$ cat config.mk
export PLATFORM = sky130hd
export DESIGN_NAME = sertx_dbuf
export DESIGN_NICKNAME = d
export VERILOG_FILES = /design/src/rtl/sertx_pkg.sv /design/src/rtl/sertx_hold.sv /design/src/rtl/sertx_shift.sv /design/src/rtl/sertx_flags.sv /design/src/rtl/sertx_dbuf.sv
export SDC_FILE = /design/constraint.sdc
export NUM_CORES = 1
export LEC_CHECK = 0
export BUFFER_PORTS_ARGS = -buffer_cell sky130_fd_sc_hd__buf_2
export CORE_MARGIN = 2
export CORE_UTILIZATION = 50
export CTS_BUF_LIST = sky130_fd_sc_hd__clkbuf_4 sky130_fd_sc_hd__clkbuf_8
export DETAILED_ROUTE_END_ITERATION = 6
export PLACE_DENSITY = 0.68
export REMOVE_ABC_BUFFERS = 1
export SYNTH_ARGS = -nofsm -noshare
export SYNTH_HDL_FRONTEND = slang
export SYNTH_SLANG_ARGS = --single-unit
export TNS_END_PERCENT = 5
$ cat constraint.sdc
create_clock -name clk -period 2.26 [get_ports clk]
set_input_delay 0.339 -clock clk [delete_from_list [all_inputs] [get_ports clk]]
set_output_delay 0.339 -clock clk [all_outputs]
set_load 0.005 [all_outputs]
$ cat src/rtl/sertx_pkg.sv
package sertx_pkg;
   typedef enum logic [1:0] {
      SH_IDLE  = 2'd0,
      SH_ARMED = 2'd1,
      SH_SEND  = 2'd2
   } sh_state_t;
endpackage

$ cat src/rtl/sertx_hold.sv
module sertx_hold #(
   parameter int DATA_W = 8
) (
   input  logic              clk,
   input  logic              rst_n,
   input  logic              wr_en,
   input  logic [DATA_W-1:0] wr_data,
   input  logic              wr_ninth,
   input  logic              dbuf_en,
   input  logic              sh_idle,
   input  logic              take,
   output logic              buf_valid,
   output logic [DATA_W-1:0] buf_data,
   output logic              buf_ninth,
   output logic              wr_drop
);
   logic accept;

   // double mode: room if empty or draining this cycle; single mode: whole path idle
   always_comb begin
      if (dbuf_en) accept = wr_en && (!buf_valid || take);
      else         accept = wr_en && sh_idle && !buf_valid;
   end
   assign wr_drop = wr_en && !accept;

   always_ff @(posedge clk or negedge rst_n) begin
      if (!rst_n) begin
         buf_valid <= 1'b0;
         buf_data  <= '0;
         buf_ninth <= 1'b0;
      end else if (accept) begin
         buf_valid <= 1'b1;
         buf_data  <= wr_data;
         buf_ninth <= wr_ninth;
      end else if (take) begin
         buf_valid <= 1'b0;
      end
   end


   queued_while_busy_chk: assert property (@(posedge clk) disable iff (!rst_n)
      (wr_en && dbuf_en && !sh_idle && !buf_valid) |=> buf_valid);
endmodule

$ cat src/rtl/sertx_shift.sv
module sertx_shift
   import sertx_pkg::*;
#(
   parameter int DATA_W   = 8,
   parameter bit NINTH_EN = 1'b1
) (
   input  logic              clk,
   input  logic              rst_n,
   input  logic              tick,
   input  logic              frame9,
   input  logic              nxt_valid,
   input  logic [DATA_W-1:0] nxt_data,
   input  logic              nxt_ninth,
   output logic              take,
   output logic              sh_idle,
   output logic              stop_start,
   output logic              stop_end,
   output logic              txd_o
);
   localparam int FRAME_W = DATA_W + 2 + (NINTH_EN ? 1 : 0);
   localparam int CNT_W   = $clog2(FRAME_W);
   localparam logic [CNT_W-1:0] ONE      = CNT_W'(1);
   localparam logic [CNT_W-1:0] LAST_SH  = CNT_W'(DATA_W + 1);
   localparam logic [CNT_W-1:0] LAST_LG  = CNT_W'(FRAME_W - 1);

   sh_state_t           state;
   logic [FRAME_W-1:0]  sreg;
   logic [FRAME_W-1:0]  ld_vec;
   logic [CNT_W-1:0]    bit_cnt;
   logic [CNT_W-1:0]    last_idx;
   logic [CNT_W-1:0]    ld_last;
   logic                frame9_eff;

   generate
      if (NINTH_EN) begin : g_nine
         assign frame9_eff = frame9;
         assign ld_vec     = {1'b1, (frame9 ? nxt_ninth : 1'b1), nxt_data, 1'b0};
      end else begin : g_eight
         assign frame9_eff = 1'b0;
         assign ld_vec     = {1'b1, nxt_data, 1'b0};
      end
   endgenerate

   assign ld_last    = frame9_eff ? LAST_LG : LAST_SH;
   assign stop_start = (state == SH_SEND) && tick && (bit_cnt == last_idx - ONE);
   assign stop_end   = (state == SH_SEND) && tick && (bit_cnt == last_idx);
   assign take       = nxt_valid && ((state == SH_IDLE) || stop_end);
   assign sh_idle    = (state == SH_IDLE);
   assign txd_o      = (state == SH_SEND) ? sreg[0] : 1'b1;

   always_ff @(posedge clk or negedge rst_n) begin
      if (!rst_n) begin
         state    <= SH_IDLE;
         sreg     <= '1;
         bit_cnt  <= '0;
         last_idx <= LAST_SH;
      end else begin
         case (state)
            SH_IDLE: begin
               if (nxt_valid) begin
                  sreg     <= ld_vec;
                  last_idx <= ld_last;
                  state    <= SH_ARMED;
               end
            end
            SH_ARMED: begin
               if (tick) begin
                  state   <= SH_SEND;
                  bit_cnt <= '0;
               end
            end
            SH_SEND: begin
               if (tick) begin
                  if (bit_cnt == last_idx) begin
                     if (nxt_valid) begin
                        sreg     <= ld_vec;
                        last_idx <= ld_last;
                        bit_cnt  <= '0;
                     end else begin
                        state <= SH_IDLE;
                     end
                  end else begin
                     sreg    <= {1'b1, sreg[FRAME_W-1:1]};
                     bit_cnt <= bit_cnt + ONE;
                  end
               end
            end
            default: state <= SH_IDLE;
         endcase
      end
   end


   stop_level_chk: assert property (@(posedge clk) disable iff (!rst_n)
      stop_start |=> txd_o);


   no_gap_chk: assert property (@(posedge clk) disable iff (!rst_n)
      (stop_end && nxt_valid) |=> !txd_o);
endmodule

$ cat src/rtl/sertx_flags.sv
module sertx_flags (
   input  logic clk,
   input  logic rst_n,
   input  logic irq_late,
   input  logic stop_start,
   input  logic stop_end,
   input  logic irq_clr,
   input  logic drop,
   input  logic ovr_clr,
   output logic tx_irq,
   output logic tx_ovr
);
   logic irq_set;
   assign irq_set = irq_late ? stop_end : stop_start;

   always_ff @(posedge clk or negedge rst_n) begin
      if (!rst_n) begin
         tx_irq <= 1'b0;
         tx_ovr <= 1'b0;
      end else begin
         tx_irq <= irq_set | (tx_irq & ~irq_clr);
         tx_ovr <= drop    | (tx_ovr & ~ovr_clr);
      end
   end


   irq_sticky_chk: assert property (@(posedge clk) disable iff (!rst_n)
      (tx_irq && !irq_clr) |=> tx_irq);


   ovr_sticky_chk: assert property (@(posedge clk) disable iff (!rst_n)
      (tx_ovr && !ovr_clr) |=> tx_ovr);
endmodule

$ cat src/rtl/sertx_dbuf.sv
module sertx_dbuf #(
   parameter int DATA_W   = 8,
   parameter bit NINTH_EN = 1'b1
) (
   input  logic              clk,
   input  logic              rst_n,
   input  logic              baud_tick,
   input  logic              wr_en,
   input  logic [DATA_W-1:0] wr_data,
   input  logic              wr_ninth,
   input  logic              frame9,
   input  logic              dbuf_en,
   input  logic              irq_late,
   input  logic              irq_clr,
   input  logic              ovr_clr,
   output logic              txd,
   output logic              tx_irq,
   output logic              tx_ovr
);
   generate
      if (DATA_W < 5 || DATA_W > 9) begin : g_bad_width
         $error("sertx_dbuf: DATA_W must lie in 5..9");
      end
   endgenerate

   logic              buf_valid;
   logic [DATA_W-1:0] buf_data;
   logic              buf_ninth;
   logic              wr_drop;
   logic              take;
   logic              sh_idle;
   logic              stop_start;
   logic              stop_end;

   sertx_hold #(.DATA_W(DATA_W)) u_hold (
      .clk(clk), .rst_n(rst_n), .wr_en(wr_en), .wr_data(wr_data),
      .wr_ninth(wr_ninth), .dbuf_en(dbuf_en), .sh_idle(sh_idle), .take(take),
      .buf_valid(buf_valid), .buf_data(buf_data), .buf_ninth(buf_ninth),
      .wr_drop(wr_drop)
   );

   sertx_shift #(.DATA_W(DATA_W), .NINTH_EN(NINTH_EN)) u_shift (
      .clk(clk), .rst_n(rst_n), .tick(baud_tick), .frame9(frame9),
      .nxt_valid(buf_valid), .nxt_data(buf_data), .nxt_ninth(buf_ninth),
      .take(take), .sh_idle(sh_idle), .stop_start(stop_start),
      .stop_end(stop_end), .txd_o(txd)
   );

   sertx_flags u_flags (
      .clk(clk), .rst_n(rst_n), .irq_late(irq_late), .stop_start(stop_start),
      .stop_end(stop_end), .irq_clr(irq_clr), .drop(wr_drop), .ovr_clr(ovr_clr),
      .tx_irq(tx_irq), .tx_ovr(tx_ovr)
   );


   drop_flags_chk: assert property (@(posedge clk) disable iff (!rst_n)
      wr_drop |=> tx_ovr);


   early_irq_chk: assert property (@(posedge clk) disable iff (!rst_n)
      (!irq_late && stop_start) |=> tx_irq);


   late_irq_chk: assert property (@(posedge clk) disable iff (!rst_n)
      (irq_late && stop_end) |=> tx_irq);
endmodule

; Yosys cells after proc, flatten, opt, wreduce, memory -nomap -nowiden
; Cells that the tools add are included.
[op_classes]
addsub = 2
n_eq_ne = 10
n_mux = 26
bitwise_logic = 6
n_reduce_logical = 20
[op_table]
columns = operator, count
row1 = $mux 11, 3
row2 = $mux 4, 7
row3 = $pmux 11 s2, 1
row4 = $pmux 4 s2, 2
row5 = $mux 2, 6
row6 = $ne 2x2->1 const B, 5
row7 = $eq 4x4->1, 2
row8 = $logic_and 1x1->1, 8
row9 = $mux 1, 6
row10 = $pmux 2 s3, 1
row11 = $reduce_bool 2->1, 3
row12 = $reduce_and 5->1, 1
row13 = $add 4x1->4 const B, 1
row14 = $reduce_and 4->1, 1
row15 = $sub 4x1->4 const B, 1
row16 = $ne 3x3->1 const B, 1
row17 = $reduce_and 3->1, 1
row18 = $and 1x1->1, 2
row19 = $eq 2x1->1 const B, 1
row20 = $eq 2x2->1 const B, 1
row21 = $logic_not 1->1, 2
row22 = $logic_not 2->1, 1
row23 = $logic_or 1x1->1, 2
row24 = $not 1->1, 2
row25 = other kinds (2), 3
[word_totals]
elab_cells = 73
input_bits = 18
ff_bits = 33
out_inout_bits = 3

; Logic depth before layout (Yosys ltp)
; Gate-level depths: netlist of run 1.
[depth]
word_depth = 11
depth_mapped = 6
mapped_depth_nobuf = 6

; By module
; Synthesis of run 1 repeated with hierarchy kept, for this count alone.
[hier_totals]
hier_cells = 135
area_unflattened_um2 = 1676.6
[modules_own_cells]
columns = mod, area_each_um2, seq_area_each_um2, cells_each, instances
row1 = sertx_shift, 1154.9, 490.5, 102, 1
row2 = sertx_hold, 441.7, 250.2, 26, 1
row3 = sertx_flags, 80.1, 50.0, 7, 1

; Worst setup path before layout of run 1
; OpenSTA, ideal clock, no wires.
[synth_timing]
path_kind = flip-flop to flip-flop
from = register u_shift.last_idx[0]
to = register u_flags.tx_irq
path_stages_with_launch = 7
path_buffers = 0
period_less_slack_ps = 1867
required_time_ps = 2178
arrival_time_ps = 1785
setup_time_ps = 82
slack_ps = 393
cell_sequence = dfstp_2 -> inv_1 -> ha_1 -> or3b_2 -> a2111oi_0 -> a41oi_1 -> o22ai_1
[synth_via]
elab_chain_len = 5
[synth_rtl]
columns = item, line
row1 = from (decl), sertx_shift.sv:30  ; logic [CNT_W-1:0] last_idx;
row2 = from (signal assigned), sertx_shift.sv:62  ; last_idx <= ld_last;
row3 = from (signal assigned), sertx_shift.sv:77  ; last_idx <= ld_last;
row4 = $sub 4x1->4, sertx_shift.sv:45  ; assign stop_start = (state == SH_SEND) && tick && (bit_cnt == last_idx - ONE);
row5 = $eq 4x4->1, sertx_shift.sv:45
row6 = $logic_and 1x1->1, sertx_shift.sv:45
row7 = $mux 1 *, sertx_flags.sv:14  ; assign irq_set = irq_late ? stop_end : stop_start;
row8 = $or 1x1->1 *, sertx_flags.sv:21  ; tx_irq <= irq_set | (tx_irq & ~irq_clr);
row9 = to (signal assigned), sertx_flags.sv:21
row10 = to (decl), sertx_flags.sv:10  ; output logic tx_irq,
; Mark *: on every way between the ends. The rest lies on a longest branch, timed or not.
; A chain may end at the register's enable or synchronous reset.

; Worst setup path in the final report of run 1
; Ends and elaborated chain as after synthesis.

==> impl_metrics.json, run 1 <==
{
  "gr-total-overflow": 0,
  "cts_tree": "done",
  "skew_ps": 5.95,
  "cts_max_level": 2,
  "clk_pin_slew_worst_paths_ps": 100,
  "cts_setup_buffers": 0,
  "yosys.area.top_type": "dfrtp_1",
  "finalSetupTns_ps": 0,
  "synth.area.top_cells": "dfrtp_1 30%, dfstp_2 20%, mux2_2 19%",
  "fp-row-count": 20,
  "peakVddDrop_v": 0.000597,
  "syn_to_final_growth_pct": 10.9,
  "vias": 1013,
  "antenna_cells": 0,
  "hp-class": "in2async",
  "ioPinCount": 21,
  "drt_iter0_drc": 40,
  "die-area_sq_mm": 0.00367,
  "place_congestion": 0.825,
  "maxCapViolCount": 0,
  "final_common_cell": "mux2_2",
  "fin_crit_sh": 0.890,
  "cts_sinks": 31,
  "post_drt_wl_per_cell_microns": 14.3,
  "grt_start_max_net_pins": 32,
  "slew_headroom": 0.545,
  "avgSynthCellArea_sq_um": 13.1,
  "hold_viol_final": 0,
  "p_leak_nw": 0.762,
  "layout_min_cycle_time_ps": 2010,
  "synth-seq-cells": 31,
  "die-width_microns": 60.6,
  "dp_hpwl_microns": 1940,
  "mostFrequentLayoutCells": "27 x mux2_2, 20 x buf_2, 19 x dfrtp_1",
  "gr-usage-all-layers": 0.182,
  "cts_root_buf": "clkbuf_4",
  "drtAntennaViolNets": 0,
  "layout-drive-gt1-share": 0.507,
  "cts.path.max_buffers": 2,
  "synth_top_area_share": 0.297,
  "worst_pin_slew_ps": 682,
  "critPathCaptureType": "register",
  "start_util": 0.525,
  "rsz0062_at_grt": "false",
  "maxClockFrequency_mhz": 497,
  "drc_errors": 0,
  "cp.arrival_ps": 2270,
  "numCtsBuffers": 5,
  "synth_area_sq_mm": 0.00160,
  "total_power_w": 0.00236,
  "nets": 164,
  "pwr_density_cell_mw_per_mm2": 1330,
  "clk_latency_ps": 330,
  "yosysWarnings": 0,
  "cts-resized-gates": 0,
  "port_buffers": 20,
  "drtPass1Iterations": 4,
  "first_global_vias": 1035,
  "startpoint_type": "register",
  "worstSetupPathType": "reg2reg",
  "die_y_microns": 60.6,
  "synth_flop_cell": "dfrtp_1",
  "synth_edf_count": 0,
  "routed_wl_microns": 2690,
  "crit_required_ps": 2520,
  "synth_cell_types": 40,
  "nFillCells": 285,
  "drv_slew": 0,
  "postSynthCellCount": 122,
  "core_sq_mm": 0.00305,
  "async_reset_ff_frac": 1.00,
  "ctsHoldBuffers": 0,
  "antenna_found_initial": 0,
  "r2r_slack_ps": 250,
  "critical_path.max_fanout": 2,
  "grt_pass1_wl_microns": 4750,
  "vias_per_cell": 5.39,
  "finalSetupViolCount": 0,
  "outcome": "completed",
  "synth-seq-area-share": 0.493
}
-- cell families (layout without fill, tap and decap cells) --
group	Yosys count	count (layout)	share of synthesized area
DFF	31	31	0.493
muxes	30	30	0.210
and+or+nand+nor	27	27	0.102
AOI/OAI and AO/OA	16	16	0.0968
buffers and inverters	13	35	0.0422
xor gates and xnor gates	3	3	0.0398
adders and majority gates	2	2	0.0156
-- cell usage after synthesis (all sizes together), types with 3 or more instances --
cell type	count
buf	4
dfrtp	19
dfstp	12
inv	8
mux2	29
nand2	4
nand2b	3
nand3b	3
nor2	4
xnor2	3
-- worst paths after layout --
| check | start | cells past startpoint | to |
|---|---|---|---|
| max | u_shift.last_idx[0] | 6 | u_flags.tx_irq |
| min | rst_n | 1 | u_hold.buf_valid |
| max reg2reg | u_shift.last_idx[0] | 6 | u_flags.tx_irq |
| min reg2reg | u_shift.sreg[1] | 1 | u_shift.sreg[0] |
| max in group asynchronous | rst_n | 1 | u_hold.buf_data[7] |
| min in group clk | frame9 | 2 | u_shift.last_idx[0] |
-- report_power, final --
group | internal, W | switching (W) | leakage, nW
Clock | 0.000144 | 0.000187 | 0.0341
Sequential | 0.000861 | 0.000199 | 0.359
Combinational | 0.000565 | 0.000405 | 0.370
Total | 0.00157 | 0.000791 | 0.762
-- per-stage QoR --
step	cells	area, sq um	setup slack (ps)	utilization	hold slack [ps]
2_1_floorplan	117	1570	393	-	43.4
3_3_place_gp	181	1720	347	0.564	417
3_5_place_dp	181	1720	248	0.564	420
4_1_cts	188	1780	238	0.582	57.3
5_1_grt	188	1780	76.5	0.582	84.4
6_report	188	1780	248	0.582	36.4
-- worst max-delay path, stage by stage (launching register included) --
cell and delay [ps]:
dfstp_2 580, inv_1 70, ha_1 210, or3b_2 440, a2111oi_0 430, a41oi_1 80
o22ai_1 130
-- state kept, by name, indices dropped and copies added (netlist names) --
register and count:
u_flags.tx_irq 1, u_flags.tx_ovr 1, u_hold.buf_data 8, u_hold.buf_ninth 1, u_hold.buf_valid 1, u_shift.bit_cnt 4, u_shift.last_idx 2, u_shift.sreg 11
u_shift.state 2
-- layout make-up --
type                       instances  area [sq um]  area share
timing repair buffer              20           100      0.0563
clock inverter                     1          5.00     0.00282
inverter                           8          30.0      0.0169
tap                               44          55.1      0.0310
multi-input combinational         78           744       0.419
sequential                        31           791       0.445
clock buffer                       6          51.3      0.0289
-- layer usage --
metal	share of wire	routed length (microns)	global-route usage	vias to the layer above
met3	0.048	129	0.0576	7
met5	0	0	0	-
met2	0.49	1330	0.306	20
met1	0.44	1190	0.219	499
met4	0.016	43	0.0652	0
li1	-	-	-	487
No activity file was read; power rests on OpenSTA's default activity.
==> inputs of run 2 (changes only) <==
--- a/config.mk
+++ b/config.mk
@@ -10,6 +10,7 @@
 export CORE_UTILIZATION = 50
 export CTS_BUF_LIST = sky130_fd_sc_hd__clkbuf_4 sky130_fd_sc_hd__clkbuf_8
 export DETAILED_ROUTE_END_ITERATION = 6
+export HOLD_SLACK_MARGIN = 0.08
 export PLACE_DENSITY = 0.68
 export REMOVE_ABC_BUFFERS = 1
 export SYNTH_ARGS = -nofsm -noshare
==> run 2 against run 1 <==
Largest power group unchanged. Fmax is the same. Register-to-register slack is essentially flat. Non-clock buffer count up 1. Die area is the same. Worst hold slack improved by 140 ps. Critical endpoint unchanged. Sequential power is essentially flat. Count of clock-buffer cells in the layout unchanged. Final cell count up 0.53%. Final area rose by 0.56%.
==> impl_metrics.json, run 2 (same netlist as run 1, synthesis figures left out) <==
{
  "finalSetupTns_ps": 0,
  "critPathBufInv": 1,
  "fp-row-count": 20,
  "path_delay_family": "compound AO/OA/AOI/OAI gates",
  "drt_iter0_drc": 38,
  "layout_min_cycle_time_ps": 2010,
  "cp.arrival_ps": 2270,
  "mostFrequentLayoutCells": "27 x mux2_2, 20 x buf_2, 19 x dfrtp_1",
  "nets": 165,
  "crit_required_ps": 2520,
  "peakVddDrop_v": 0.000598,
  "maxClockFrequency_mhz": 497,
  "start_util": 0.525,
  "skew_ps": 5.95,
  "drv_slew": 0,
  "regMostFlops": "u_shift.sreg",
  "routed_wl_microns": 2700,
  "critical_path.max_fanout": 2,
  "cts.path.max_buffers": 2,
  "layout-drive-gt1-share": 0.503,
  "vias_per_cell": 5.37,
  "p_leak_nw": 0.766,
  "maxCapViolCount": 0,
  "rsz0062_at_grt": "false",
  "slew_headroom": 0.541,
  "cts_tree": "done",
  "slowest_stage": "dfstp_2",
  "cts_sinks": 31,
  "cts_max_level": 2,
  "gr-total-overflow": 0,
  "core_sq_mm": 0.00305,
  "pwr_density_cell_mw_per_mm2": 1320,
  "startpoint_type": "register",
  "cp_cell_sequence": "inv_1, ha_1, or3b_2, a2111oi_0, a41oi_1, o22ai_1",
  "hp-class": "in2reg",
  "outcome": "completed",
  "first_global_vias": 1035,
  "ioPinCount": 21,
  "clk_pin_slew_worst_paths_ps": 100,
  "vias": 1015,
  "cts_setup_buffers": 0,
  "numCtsBuffers": 5,
  "place_congestion": 0.825,
  "largest_register_ff_count": 11,
  "dp_hpwl_microns": 1940,
  "drtAntennaViolNets": 0,
  "port_buffers": 20,
  "syn_to_final_growth_pct": 11.5,
  "die-width_microns": 60.6,
  "worst_pin_slew_ps": 688,
  "gr-usage-all-layers": 0.182,
  "post_drt_wl_per_cell_microns": 14.3,
  "worstSetupPathType": "reg2reg",
  "grt_start_max_net_pins": 32,
  "fin_crit_sh": 0.890,
  "antenna_cells": 0,
  "top_regs": "u_shift.sreg x11, u_hold.buf_data x8, u_shift.bit_cnt x4",
  "hold_viol_final": 0,
  "die-area_sq_mm": 0.00367,
  "slowest_delay_ps": 580,
  "clk_latency_ps": 330,
  "antenna_found_initial": 0,
  "grt_pass1_wl_microns": 4750,
  "final_common_cell": "mux2_2",
  "critPathCaptureType": "register",
  "die_y_microns": 60.6,
  "holdWs_ps": 172,
  "drc_errors": 0,
  "drtPass1Iterations": 4,
  "finalSetupViolCount": 0,
  "cts_root_buf": "clkbuf_4"
}
## run 2: metrics by stage
| stage | utilization | power [W] | std cells | area, sq um | setup slack [ps] |
|---|---|---|---|---|---|
| 2_1_floorplan | - | 0.00183 | 117 | 1570 | 393 |
| 3_3_place_gp | 0.564 | 0.00200 | 181 | 1720 | 347 |
| 3_5_place_dp | 0.564 | 0.00206 | 181 | 1720 | 248 |
| 4_1_cts | 0.585 | 0.00239 | 189 | 1790 | 238 |
| 5_1_grt | 0.585 | 0.00254 | 189 | 1790 | 76.5 |
| 6_report | 0.585 | 0.00236 | 189 | 1790 | 248 |
## run 2: where the power goes
group	leakage, nW	internal (W)	switching, W
Combinational	0.374	0.000566	0.000405
Sequential	0.359	0.000861	0.000199
Clock	0.0341	0.000144	0.000187
## run 2: path summary, 6_finish.rpt
check                           cells past startpoint                   to  slack, ps           startpoint
worst max-delay path                                6       u_flags.tx_irq        250  u_shift.last_idx[0]
worst min-delay path                                2  u_shift.last_idx[0]        170               frame9
worst max register to register                      6       u_flags.tx_irq        250  u_shift.last_idx[0]
worst min register to register                      1      u_shift.sreg[0]        490      u_shift.sreg[1]
max in group asynchronous                           2   u_hold.buf_data[7]       1240                rst_n
min in group asynchronous                           2     u_hold.buf_valid        580                rst_n
## run 2: layout make-up
| type | count | area [sq um] |
|---|---|---|
| Fill cell | 284 | 1270 |
| Sequential cell | 31 | 791 |
| Multi-Input combinational cell | 78 | 744 |
| Timing Repair Buffer | 21 | 110 |
| Tap cell | 44 | 55.1 |
| Clock buffer | 6 | 51.3 |
| Inverter | 8 | 30.0 |
| Clock inverter | 1 | 5.00 |
## run 2: worst reg2reg max path: stages, from the launching register on
cell       delay, ps
dfstp_2          580
inv_1             70
ha_1             210
or3b_2           440
a2111oi_0        430
a41oi_1           80
o22ai_1          130
## run 2: timing repair
item	4_1_cts	5_1_grt
resized for setup	0	0
endpoints found under the hold margin	19	0
hold buffers	1	0
## run 2: routing by layer
metal / GRT usage / routed length, microns
met1: 0.219 / 1200
met2: 0.306 / 1330
met3: 0.0576 / 126
met4: 0.0652 / 43
met5: 0 / 0
==> inputs of run 3 (changes only) <==
--- a/config.mk
+++ b/config.mk
@@ -11,9 +11,10 @@
 export CTS_BUF_LIST = sky130_fd_sc_hd__clkbuf_4 sky130_fd_sc_hd__clkbuf_8
 export DETAILED_ROUTE_END_ITERATION = 6
 export HOLD_SLACK_MARGIN = 0.08
-export PLACE_DENSITY = 0.68
+export PLACE_DENSITY = 0.67
 export REMOVE_ABC_BUFFERS = 1
 export SYNTH_ARGS = -nofsm -noshare
 export SYNTH_HDL_FRONTEND = slang
+export SYNTH_HIERARCHICAL = 1
 export SYNTH_SLANG_ARGS = --single-unit
 export TNS_END_PERCENT = 5
==> run 3 against run 2 <==
Register-to-register slack got worse by 140 ps. Worst hold slack got worse by 12 ps. Non-clock buffer count increased by 9.
==> impl_metrics.json, run 3 <==
{
  "outcome": "completed",
  "post-route-util": 0.598,
  "drc_errors": 0,
  "port_buffers": 20,
  "r2r_cells": 10,
  "rr_startpoint": "u_shift/state[0]",
  "synth_area_sq_mm": 0.00168,
  "hold_path.startpoint": "irq_clr",
  "die_y_microns": 61.9,
  "synth-seq-area-share": 0.472,
  "cts_tree": "done",
  "clk_latency_ps": 330,
  "grt_start_max_net_pins": 32,
  "async_reset_ff_frac": 1.00,
  "rsz0062_at_grt": "false",
  "fp-row-count": 21,
  "yosysWarnings": 6,
  "path_delay_family": "simple AND/OR/NAND/NOR gates",
  "die-area_sq_mm": 0.00383,
  "synth_cell_types": 40,
  "skew_ps": 5.80,
  "vias": 1105,
  "layout-drive-gt1-share": 0.453,
  "crit_required_ps": 2480,
  "routed_wl_microns": 3020,
  "worstSetupStartpoint": "u_shift/state[0]",
  "grt_pass1_wl_microns": 4920,
  "numCtsBuffers": 5,
  "placed_area_sq_mm": 0.00189,
  "final_cell_area_sq_mm": 0.00197,
  "synth.top_cells.by_count": "19 x dfrtp_1, 12 x dfstp_2, 12 x inv_1",
  "ioPinCount": 21,
  "cts_max_level": 2,
  "worst_pin_slew_ps": 682,
  "slowest_delay_ps": 440,
  "drv_slew": 0,
  "cp_cell_sequence": "inv_1, ha_1, nand2_1, nor4_4, nor2_1, nor2_2, nor2b_4, o22ai_2, buf_12, mux2_2",
  "synth-seq-cells": 31,
  "gr-total-overflow": 0,
  "syn_to_final_growth_pct": 17.2,
  "largest_register_ff_count": 11,
  "core_sq_mm": 0.00328,
  "drt_iter0_drc": 27,
  "min_path_cells": 2,
  "mostFrequentLayoutCells": "20 x buf_2, 19 x dfrtp_1, 12 x inv_1, 12 x dfstp_2",
  "clk_pin_slew_worst_paths_ps": 100,
  "holdWs_ps": 160,
  "avgSynthCellArea_sq_um": 12.4,
  "synth.area.top_cells": "dfrtp_1 28%, dfstp_2 19%, mux2_1 7.4%",
  "cts_sinks": 31,
  "postSynthCellCount": 135,
  "final_common_cell": "buf_2",
  "fin_crit_sh": 0.950,
  "regMostFlops": "u_shift/sreg",
  "critical_path.max_fanout": 10,
  "cp_num_cells": 10,
  "top_regs": "u_shift/sreg x11, u_hold/buf_data x8, u_shift/bit_cnt x4",
  "post_drt_wl_per_cell_microns": 14.0,
  "antenna_found_initial": 0,
  "first_global_vias": 1071,
  "synth_flop_cell": "dfrtp_1",
  "hp-class": "in2reg",
  "synth_top_area_share": 0.284,
  "cts_setup_buffers": 0,
  "synth_edf_count": 0,
  "place_congestion": 0.835,
  "slew_headroom": 0.545,
  "drtAntennaViolNets": 0,
  "critPathCaptureType": "register",
  "p_leak_nw": 0.892,
  "peakVddDrop_v": 0.000662,
  "cts.path.max_buffers": 2,
  "nFillCells": 284,
  "yosys.area.top_type": "dfrtp_1",
  "maxClockFrequency_mhz": 466,
  "drtPass1Iterations": 4,
  "pwr_density_cell_mw_per_mm2": 1360,
  "cp.arrival_ps": 2370,
  "die-width_microns": 61.9,
  "maxCapViolCount": 0,
  "finalSetupTns_ps": 0,
  "critPathBufInv": 2,
  "start_util": 0.510,
  "nets": 193,
  "cts_root_buf": "clkbuf_4",
  "hold_viol_final": 0,
  "dp_hpwl_microns": 2220,
  "synth.most_common_cell": "dfrtp_1",
  "worstSetupPathType": "reg2reg",
  "layout_min_cycle_time_ps": 2150,
  "startpoint_type": "register",
  "slowest_stage": "dfrtp_1",
  "antenna_cells": 0,
  "finalSetupViolCount": 0,
  "gr-usage-all-layers": 0.181,
  "vias_per_cell": 5.12
}
[run 3: changes by cell type after synthesis, sizes merged, moves of 3 or more]
cell	change
nand2	+5
ha	+4
inv	+4
o21ai	+4
xnor2	-3
xor2	+3
[run 3: worst paths after layout]
kind,slack [ps],to
setup / recovery,110,u_hold/buf_data[5]
hold / removal,160,u_flags/tx_irq
setup reg to reg,110,u_hold/buf_data[5]
hold reg to reg,480,u_flags/tx_ovr
max in group asynchronous,1240,u_hold/buf_data[3]
min in group asynchronous,570,u_flags/tx_irq
[run 3: through the flow]
stage	std cells	power, W	setup WS (ps)
2_1_floorplan	132	0.00193	-155
3_3_place_gp	207	0.00227	182
3_5_place_dp	207	0.00233	94.7
4_1_cts	216	0.00267	57.8
5_1_grt	216	0.00286	14.1
6_report	216	0.00267	112
[run 3: routing by layer]
| metal | part of all wire | GRT usage | vias up |
|---|---|---|---|
| met1 | 0.46 | 0.224 | 534 |
| li1 | - | - | 541 |
| met4 | 0.020 | 0.0790 | 0 |
| met5 | 0 | 0 | - |
| met3 | 0.038 | 0.0559 | 7 |
| met2 | 0.48 | 0.293 | 23 |
[run 3: cells by family after synthesis]
logic type | synth area share
flip-flops | 0.472
AND/OR/NAND/NOR | 0.110
buffers and inverters | 0.0433
multiplexers | 0.231
adder cells (fa/ha/maj) | 0.0448
XOR/XNOR | 0.0246
AO/OA/AOI/OAI | 0.0739
[run 3: worst reg2reg max path, delay by kind of cell (launching register included)]
kind                     cells  cell delay [ps]
flip-flops                   1              440
buffers and inverters        2              270
AO/OA/AOI/OAI                1              220
adder cells (fa/ha/maj)      1              180
multiplexers                 1              330
AND/OR/NAND/NOR              5              600
[run 3: where the power goes]
part / total [W] / internal, W / switching [W]
clock network: 0.000328 / 0.000132 / 0.000196
logic: 0.00131 / 0.000714 / 0.000592
registers: 0.00103 / 0.000869 / 0.000164
[run 3: final cells by class]
type / count / area [sq um] / area share
inverter: 12 / 45.0 / 0.0229
tap: 46 / 57.6 / 0.0293
sequential: 31 / 791 / 0.402
multi-input combinational: 89 / 825 / 0.419
clock buffer: 6 / 45.0 / 0.0229
timing repair buffer: 30 / 190 / 0.0968
clock inverter: 2 / 12.5 / 0.00637
[run 3: what timing repair did]
action                                  CTS  global route
hold buffers                              1             0
gates resized for setup                   0             2
endpoints found under the setup margin    0             9
endpoints found under the hold margin    19             0
